`src/rtl/vswr_pkg.sv`:
```
package vswr_pkg;

  typedef enum logic [1:0] {
    LV_OK   = 2'd0,
    LV_WARN = 2'd1,
    LV_SOFT = 2'd2,
    LV_HARD = 2'd3
  } lvl_e;

  // Ratio test without divide or root: rev/fwd >= thr/2^frac
  function automatic logic ratio_at_least(input logic [31:0] fwd,
                                          input logic [31:0] rev,
                                          input logic [31:0] thr,
                                          input int unsigned frac);
    logic [63:0] lhs;
    logic [63:0] rhs;
    lhs = {32'd0, rev} << frac;
    rhs = {32'd0, fwd} * {32'd0, thr};
    return lhs >= rhs;
  endfunction

endpackage

```
`src/rtl/vswr_level_cmp.sv`:
```
module vswr_level_cmp
  import vswr_pkg::*;
#(
  parameter int PW = 16,
  parameter int TW = 8
) (
  input  logic [PW-1:0] fwd,
  input  logic [PW-1:0] rev,
  input  logic [TW-1:0] warn_thr,
  input  logic [TW-1:0] soft_thr,
  input  logic [TW-1:0] hard_thr,
  output lvl_e          lvl
);

  localparam int NLIM = 3;

  logic [TW-1:0] lim_a [NLIM];
  logic [NLIM-1:0] reach;

  assign lim_a[0] = warn_thr;
  assign lim_a[1] = soft_thr;
  assign lim_a[2] = hard_thr;

  for (genvar g = 0; g < NLIM; g++) begin : g_lim
    assign reach[g] = ratio_at_least(32'(fwd), 32'(rev), 32'(lim_a[g]), TW);
  end

  always_comb begin
    if (reach[2])      lvl = LV_HARD;
    else if (reach[1]) lvl = LV_SOFT;
    else if (reach[0]) lvl = LV_WARN;
    else               lvl = LV_OK;
  end

endmodule

```
`src/rtl/vswr_soft_persist.sv`:
```
module vswr_soft_persist #(
  parameter int RW  = 8,
  parameter int PCW = 8
) (
  input  logic           clk,
  input  logic           rst_n,
  input  logic           eval,
  input  logic           in_band,
  input  logic           win_rise,
  input  logic           win_fall,
  input  logic [RW-1:0]  run_len,
  input  logic [PCW-1:0] pulse_lim,
  output logic           soft_trip
);

  logic [RW-1:0]  run_cnt;
  logic [PCW-1:0] pulse_cnt;
  logic           hit;

  logic [RW-1:0]  run_base;
  logic           hit_base;
  logic [RW-1:0]  run_inc;
  logic [PCW-1:0] pulse_inc;

  always_comb begin
    run_base  = win_rise ? '0 : run_cnt;
    hit_base  = win_rise ? 1'b0 : hit;
    run_inc   = (&run_base) ? run_base : run_base + 1'b1;
    pulse_inc = (&pulse_cnt) ? pulse_cnt : pulse_cnt + 1'b1;
  end

  always_ff @(posedge clk or negedge rst_n) begin
    if (!rst_n) begin
      run_cnt   <= '0;
      pulse_cnt <= '0;
      hit       <= 1'b0;
      soft_trip <= 1'b0;
    end else begin
      if (eval) begin
        if (in_band) begin
          run_cnt <= run_inc;
          hit     <= 1'b1;
          if (run_len != '0 && run_inc >= run_len) soft_trip <= 1'b1;
        end else begin
          run_cnt <= '0;
          hit     <= hit_base;
        end
      end else if (win_rise) begin
        run_cnt <= '0;
        hit     <= 1'b0;
      end
      if (win_fall) begin
        if (hit) begin
          pulse_cnt <= pulse_inc;
          if (pulse_lim != '0 && pulse_inc >= pulse_lim) soft_trip <= 1'b1;
        end else begin
          pulse_cnt <= '0;
          soft_trip <= 1'b0;
        end
      end
    end
  end

  // a soft trip only starts from an in-band sample or a window close
  p_soft_cause_r4: assert property (@(posedge clk) disable iff (!rst_n)
    $rose(soft_trip) |-> $past(eval && in_band) || $past(win_fall));

  // a graded out-of-band sample restarts the run
  p_run_restart_r4: assert property (@(posedge clk) disable iff (!rst_n)
    eval && !in_band |=> run_cnt == '0);

  // soft trip drops only after a window without an in-band sample
  p_soft_clear_r6: assert property (@(posedge clk) disable iff (!rst_n)
    $fell(soft_trip) |-> $past(win_fall && !hit));

endmodule

```
`src/rtl/vswr_avg_chan.sv`:
```
module vswr_avg_chan #(
  parameter int PW          = 16,
  parameter int MAX_SAMPLES = 4096
) (
  input  logic          clk,
  input  logic          rst_n,
  input  logic          take,
  input  logic          win_rise,
  input  logic          win_fall,
  input  logic [PW-1:0] din,
  output logic [PW-1:0] avg,
  output logic          done
);

  localparam int CNTW = $clog2(MAX_SAMPLES + 1);
  localparam int SW   = PW + CNTW;
  localparam int IW   = $clog2(SW);

  logic [SW-1:0]   sum;
  logic [CNTW-1:0] cnt;
  logic [SW-1:0]   sum_base;
  logic [CNTW-1:0] cnt_base;

  logic            busy;
  logic [IW-1:0]   idx;
  logic [SW-1:0]   dvd;
  logic [CNTW-1:0] dvs;
  logic [CNTW-1:0] rem;
  logic [SW-1:0]   quo;

  logic [CNTW:0]   trial;
  logic            qbit;
  logic [CNTW-1:0] rem_nxt;
  logic [SW-1:0]   quo_nxt;

  always_comb begin
    sum_base = win_rise ? '0 : sum;
    cnt_base = win_rise ? '0 : cnt;
    trial    = {rem, dvd[idx]};
    qbit     = trial >= {1'b0, dvs};
    rem_nxt  = qbit ? CNTW'(trial - {1'b0, dvs}) : trial[CNTW-1:0];
    quo_nxt  = {quo[SW-2:0], qbit};
  end

  // Accumulator, one per window
  always_ff @(posedge clk or negedge rst_n) begin
    if (!rst_n) begin
      sum <= '0;
      cnt <= '0;
    end else if (take) begin
      if (cnt_base < CNTW'(MAX_SAMPLES)) begin
        sum <= sum_base + SW'(din);
        cnt <= cnt_base + 1'b1;
      end else begin
        sum <= sum_base;
        cnt <= cnt_base;
      end
    end else if (win_rise) begin
      sum <= '0;
      cnt <= '0;
    end
  end

  // Serial restoring divider, one quotient bit per clock
  always_ff @(posedge clk or negedge rst_n) begin
    if (!rst_n) begin
      busy <= 1'b0;
      idx  <= '0;
      dvd  <= '0;
      dvs  <= '0;
      rem  <= '0;
      quo  <= '0;
      avg  <= '0;
      done <= 1'b0;
    end else begin
      done <= 1'b0;
      if (win_fall) begin
        busy <= 1'b1;
        idx  <= IW'(SW - 1);
        dvd  <= sum;
        dvs  <= cnt;
        rem  <= '0;
        quo  <= '0;
      end else if (busy) begin
        rem <= rem_nxt;
        quo <= quo_nxt;
        if (idx == '0) begin
          busy <= 1'b0;
          done <= 1'b1;
          avg  <= (dvs == '0) ? '0 : quo_nxt[PW-1:0];
        end else begin
          idx <= idx - 1'b1;
        end
      end
    end
  end

  // the sample count never passes the cap
  p_cnt_cap_r7: assert property (@(posedge clk) disable iff (!rst_n)
    cnt <= CNTW'(MAX_SAMPLES));

  // the done strobe lasts one clock
  p_done_pulse_r7: assert property (@(posedge clk) disable iff (!rst_n)
    done |=> !done);

endmodule

```
`src/rtl/vswr_trip_det.sv`:
```
module vswr_trip_det
  import vswr_pkg::*;
#(
  parameter int PW          = 16,
  parameter int TW          = 8,
  parameter int RW          = 8,
  parameter int PCW         = 8,
  parameter int MAX_SAMPLES = 4096
) (
  input  logic           clk,
  input  logic           rst_n,
  input  logic           calc_win,
  input  logic           smp_valid,
  input  logic [PW-1:0]  fwd_pwr,
  input  logic [PW-1:0]  rev_pwr,
  input  logic [TW-1:0]  warn_thr,
  input  logic [TW-1:0]  soft_thr,
  input  logic [TW-1:0]  hard_thr,
  input  logic [PW-1:0]  min_fwd,
  input  logic [RW-1:0]  run_len,
  input  logic [PCW-1:0] pulse_lim,
  output logic           warn_flag,
  output logic           soft_band,
  output logic           soft_trip,
  output logic           hard_trip,
  output logic [PW-1:0]  avg_fwd,
  output logic [PW-1:0]  avg_rev,
  output logic           avg_done
);

  localparam int NCH = 2;

  logic win_q;
  logic win_rise;
  logic win_fall;
  logic take;
  logic eval;
  lvl_e lvl;
  logic in_band;

  logic [PW-1:0] din_a  [NCH];
  logic [PW-1:0] avg_a  [NCH];
  logic [NCH-1:0] done_a;

  assign win_rise = calc_win & ~win_q;
  assign win_fall = ~calc_win & win_q;
  assign take     = calc_win & smp_valid;
  assign eval     = take & (fwd_pwr >= min_fwd);
  assign in_band  = (lvl == LV_SOFT) || (lvl == LV_HARD);

  always_ff @(posedge clk or negedge rst_n) begin
    if (!rst_n) win_q <= 1'b0;
    else        win_q <= calc_win;
  end

  vswr_level_cmp #(.PW(PW), .TW(TW)) u_cmp (
    .fwd      (fwd_pwr),
    .rev      (rev_pwr),
    .warn_thr (warn_thr),
    .soft_thr (soft_thr),
    .hard_thr (hard_thr),
    .lvl      (lvl)
  );

  always_ff @(posedge clk or negedge rst_n) begin
    if (!rst_n) begin
      warn_flag <= 1'b0;
      soft_band <= 1'b0;
      hard_trip <= 1'b0;
    end else if (eval) begin
      warn_flag <= (lvl == LV_WARN);
      soft_band <= (lvl == LV_SOFT);
      hard_trip <= (lvl == LV_HARD) | (hard_trip & ~win_rise);
    end else if (win_rise) begin
      warn_flag <= 1'b0;
      soft_band <= 1'b0;
      hard_trip <= 1'b0;
    end
  end

  vswr_soft_persist #(.RW(RW), .PCW(PCW)) u_persist (
    .clk       (clk),
    .rst_n     (rst_n),
    .eval      (eval),
    .in_band   (in_band),
    .win_rise  (win_rise),
    .win_fall  (win_fall),
    .run_len   (run_len),
    .pulse_lim (pulse_lim),
    .soft_trip (soft_trip)
  );

  assign din_a[0] = fwd_pwr;
  assign din_a[1] = rev_pwr;

  for (genvar c = 0; c < NCH; c++) begin : g_avg
    vswr_avg_chan #(.PW(PW), .MAX_SAMPLES(MAX_SAMPLES)) u_avg (
      .clk      (clk),
      .rst_n    (rst_n),
      .take     (take),
      .win_rise (win_rise),
      .win_fall (win_fall),
      .din      (din_a[c]),
      .avg      (avg_a[c]),
      .done     (done_a[c])
    );
  end

  assign avg_fwd  = avg_a[0];
  assign avg_rev  = avg_a[1];
  assign avg_done = done_a[0];

  // a hard sample trips on the next clock
  p_hard_next_r2: assert property (@(posedge clk) disable iff (!rst_n)
    eval && lvl == LV_HARD |=> hard_trip);

  // a hard trip holds until a new window opens
  p_hard_hold_r2: assert property (@(posedge clk) disable iff (!rst_n)
    hard_trip && !win_rise |=> hard_trip);

  // ungraded cycles leave the band flags alone
  p_skip_r3: assert property (@(posedge clk) disable iff (!rst_n)
    !eval && !win_rise |=> $stable({warn_flag, soft_band, hard_trip}));

  // warning and soft band are exclusive
  p_band_excl_r1: assert property (@(posedge clk) disable iff (!rst_n)
    $onehot0({warn_flag, soft_band}));

  // window open with no graded sample clears the flags
  p_open_clear_r9: assert property (@(posedge clk) disable iff (!rst_n)
    win_rise && !eval |=> !warn_flag && !soft_band && !hard_trip);

  // both average channels finish together
  p_done_align_r7: assert property (@(posedge clk) disable iff (!rst_n)
    done_a[0] == done_a[1]);

endmodule

```
`config.mk`:
```
export PLATFORM = sky130hd
export DESIGN_NAME = vswr_trip_det
export DESIGN_NICKNAME = d
export VERILOG_FILES = /design/src/rtl/vswr_pkg.sv /design/src/rtl/vswr_level_cmp.sv /design/src/rtl/vswr_soft_persist.sv /design/src/rtl/vswr_avg_chan.sv /design/src/rtl/vswr_trip_det.sv
export SDC_FILE = /design/constraint.sdc
export NUM_CORES = 2
export LEC_CHECK = 0
export ABC_AREA = 1
export CAP_MARGIN = 20
export CORE_MARGIN = 3
export CORE_UTILIZATION = 45
export CTS_CLUSTER_DIAMETER = 150
export DETAILED_ROUTE_END_ITERATION = 16
export SETUP_SLACK_MARGIN = 0.15
export SLEW_MARGIN = 20
export SYNTH_ARGS = -nofsm -noshare
export SYNTH_HDL_FRONTEND = slang
export SYNTH_SLANG_ARGS = --single-unit
```
`constraint.sdc`:
```
create_clock -name clk -period 5.6 [get_ports clk]
set_clock_uncertainty 0.2 [all_clocks]
set_input_delay 0.84 -clock clk [delete_from_list [all_inputs] [get_ports clk]]
set_output_delay 0.84 -clock clk [all_outputs]
set_load 0.01 [all_outputs]
```
==> run summary <==
Vias in the first global route - 28800
Final Hold Fails - 0
Layout Cells excl Fill - 5673
Worst-path clk slew - 0.06 ns
Top FF cell, synth - dfrtp_1
Total track usage - 25.2%
Initial antenna violation count - 4
Worst R2R Path Depth - 20
Final ANT Viol Nets - 0
Worst EP arrival - 5.98 ns
IO Count - 129
P&R area growth vs syn - 28.8%
Synthesized-area fraction occupied by adder cells - 27.5%
Flop2flop setup slack - 1.16 ns
Pre-antenna DRT Iters - 5
Initial DRC count - 1728
Mux cell area share after synthesis - 0%
CP Launch Type - input port
Clk buf depth - 3
Max incr delay on CP - 0.54 ns
PD cells - 465 mW/mm2
Worst r2r dst - g_avg[1].u_avg.rem[11]
Ys Warns - 0
Largest family of logic cells by synthesized area - adder cells
Number of port buffers - 128
Slowest-stage cell, CP - fa_1
Seq cells post-synth - 291
Clk sinks - 291
Fin area - 0.0403 mm2
Worst-Skew Late Latency - 0.58 ns
Outcome - complete, but fails checks
Syn Nets - 4898
Clock root cell - clkbuf_16
Routed WL - 91500 um
Fin nets - 5345
GPL Wtd Cong - 0.909
Cell Rows - 96
Worst r2r src - g_avg[1].u_avg.idx[0]
Wire per inst - 16.1 um
Fraction of layout instances using a drive strength above 1 - 18.4%
Commonest non-fill, non-tap cells in the layout - nand2_1, inv_1, buf_4
CTS tree - yes
Die Y - 270 um
Leak Pwr - 21.8 nW
RSZ-0062 raised after global routing - yes
Largest net degree at the start of global routing - 92
Synth Area in XOR/XNOR - 4.06%
DR DRC count - 0
CTS Buf Count - 30
Max_slew headroom - 47.5%
Final period util - 102%
Compound-gate portion of the synthesized area - 11.3%
Vias post-DR - 28400
Ys async rst share - 100%
Initial Utilization - 45.5%
Simple-Gate Fraction of Synth Area - 20.1%
Synthesized area - 0.0313 mm2
Final setup violation count - 12
WP data required - 5.86 ns
# H-tree levels - 1
First-pass GRT wire length - 150000 um
Placed cell count - 5488
EDFF count, synth - 0
Netlist cell types - 57
CP max FO - 4
Failing checks - negative setup slack
Vias/cell - 5.00
Most common cell after layout, fill and taps aside - nand2_1
Placed cell area - 0.0364 mm2
Dpl hpwl - 66700 um
Setup WS post-layout - -0.112 ns
Worst Hold Class - in2async
Max Freq - 175 MHz
Cells after synthesis - 4272
Diodes inserted - 0
Critical path class - in2reg
Worst slew pin tran - 0.788 ns
Worst vdd ir - 0.000341 V
Syn Area/Cell - 7.32 um2
Register area share after synthesis - 23.3%
Period minus WS final - 5.71 ns
GRT overflow - 0
Core Area - 0.0687 mm2
Critical path capture point type - flip-flop
Die width - 270 um
Die area - 0.0727 mm2
Overall Power - 18.7 mW
Max-slew violation count - 0
Max-Cap Viols - 0
-- worst max-delay path, delay by kind of cell --
kind / cells / cell delay [ns]
adders and majority gates: 6 / 2.51
and+or+nand+nor: 12 / 0.92
buffers and inverters: 9 / 1.06
AOI/OAI and AO/OA: 3 / 0.46
xor gates and xnor gates: 1 / 0.17
-- cell families after synthesis --
family	Yosys count
fa+ha+maj	534
buf+inv	1127
simple gates	1527
compound gates	648
xor+xnor	145
flops	291
-- flip-flops by register name (all words and copies together), names as in the netlist, 2 cells and up --
signal               flops
u_persist.pulse_cnt      8
u_persist.run_cnt        8
g_avg.u_avg.dvs         26
g_avg.u_avg.sum         58
g_avg.u_avg.quo         30
g_avg.u_avg.avg         32
g_avg.u_avg.idx         10
g_avg.u_avg.busy         2
g_avg.u_avg.cnt         26
g_avg.u_avg.dvd         58
g_avg.u_avg.rem         26
-- where the power goes --
group | switching [mW] | internal [mW] | total (mW)
logic | 7.38 | 6.45 | 13.8
registers | 0.270 | 2.48 | 2.75
clock network | 0.876 | 1.25 | 2.13
-- area by class of cell --
cell class              instances  area, um2
multi-input cells            2854      21300
flip-flops and latches        291       7280
repair buffers                568       5790
clock inverters                18        221
clock buffers                  37        837
inverters                     974       3660
well taps                     931       1160
fillers                      6402      28400
-- layer usage --
layer	vias to the layer above	track usage [%]	wire, um
met4	0	8.21	3280
met2	662	43.9	43900
met1	13500	33.1	39700
li1	14100	-	-
met5	-	0	0
met3	153	2.25	4600
-- stage by stage --
step,setup slack [ns],util [%],setup TNS [ns],hold WS (ns)
floorplan,-0.286,-,-2.98,0.237
global placement,-1.36,53.0,-17.00,0.250
detailed placement,-1.41,53.0,-17.55,0.254
CTS,-0.0943,57.8,-0.854,0.0508
global route,-0.330,58.6,-3.71,0.0708
finish,-0.112,58.6,-0.942,0.0383
-- Yosys cell counts (7+ instances only) --
| cell type | number | share of area (%) |
|---|---|---|
| clkbuf_1 | 116 | 1.4 |
| nand3_1 | 120 | 1.9 |
| a21o_1 | 12 | 0.29 |
| inv_2 | 7 | 0.084 |
| fa_1 | 256 | 16 |
| a31oi_1 | 10 | 0.20 |
| nor2_1 | 271 | 3.3 |
| buf_2 | 28 | 0.45 |
| nor4_1 | 21 | 0.42 |
| o22ai_1 | 45 | 0.90 |
| nor2_2 | 9 | 0.18 |
| o21bai_1 | 15 | 0.36 |
| inv_1 | 964 | 12 |
| o21ai_0 | 317 | 5.1 |
| xor2_1 | 103 | 2.9 |
| ha_1 | 278 | 11 |
| nand3b_1 | 7 | 0.17 |
| dfrtp_1 | 291 | 23 |
| a21oi_1 | 185 | 3.0 |
| nor3_1 | 36 | 0.58 |
| xnor2_1 | 42 | 1.2 |
| o21ai_1 | 9 | 0.14 |
| o21a_1 | 11 | 0.26 |
| nand2_1 | 1001 | 12 |
| a211oi_1 | 8 | 0.19 |
| o211ai_1 | 14 | 0.34 |
| nand4_1 | 35 | 0.70 |
-- worst max-delay path by stage --
stage                      startpoint  depth (start not counted)  slack (ns)                    to
after floorplan            fwd_pwr[1]                         32       -0.29   u_persist.soft_trip
after global placement     fwd_pwr[7]                         30       -1.36         u_persist.hit
after detailed placement   fwd_pwr[7]                         31       -1.41  u_persist.run_cnt[4]
after CTS                  fwd_pwr[4]                         29       -0.09  u_persist.run_cnt[4]
after global routing      soft_thr[2]                         34       -0.33   u_persist.soft_trip
final                     soft_thr[2]                         31       -0.11  u_persist.run_cnt[4]
-- timing repair --
| item | in CTS | in global routing |
|---|---|---|
| setup endpoints to repair | 13 | 13 |
| pin swaps | 268 | 104 |
| hold buffers | 0 | 0 |
| gates resized for setup | 385 | 153 |
| cloned | 24 | 1 |
| buffers inserted | 90 | 15 |
(Power assumes the default switching activity.)
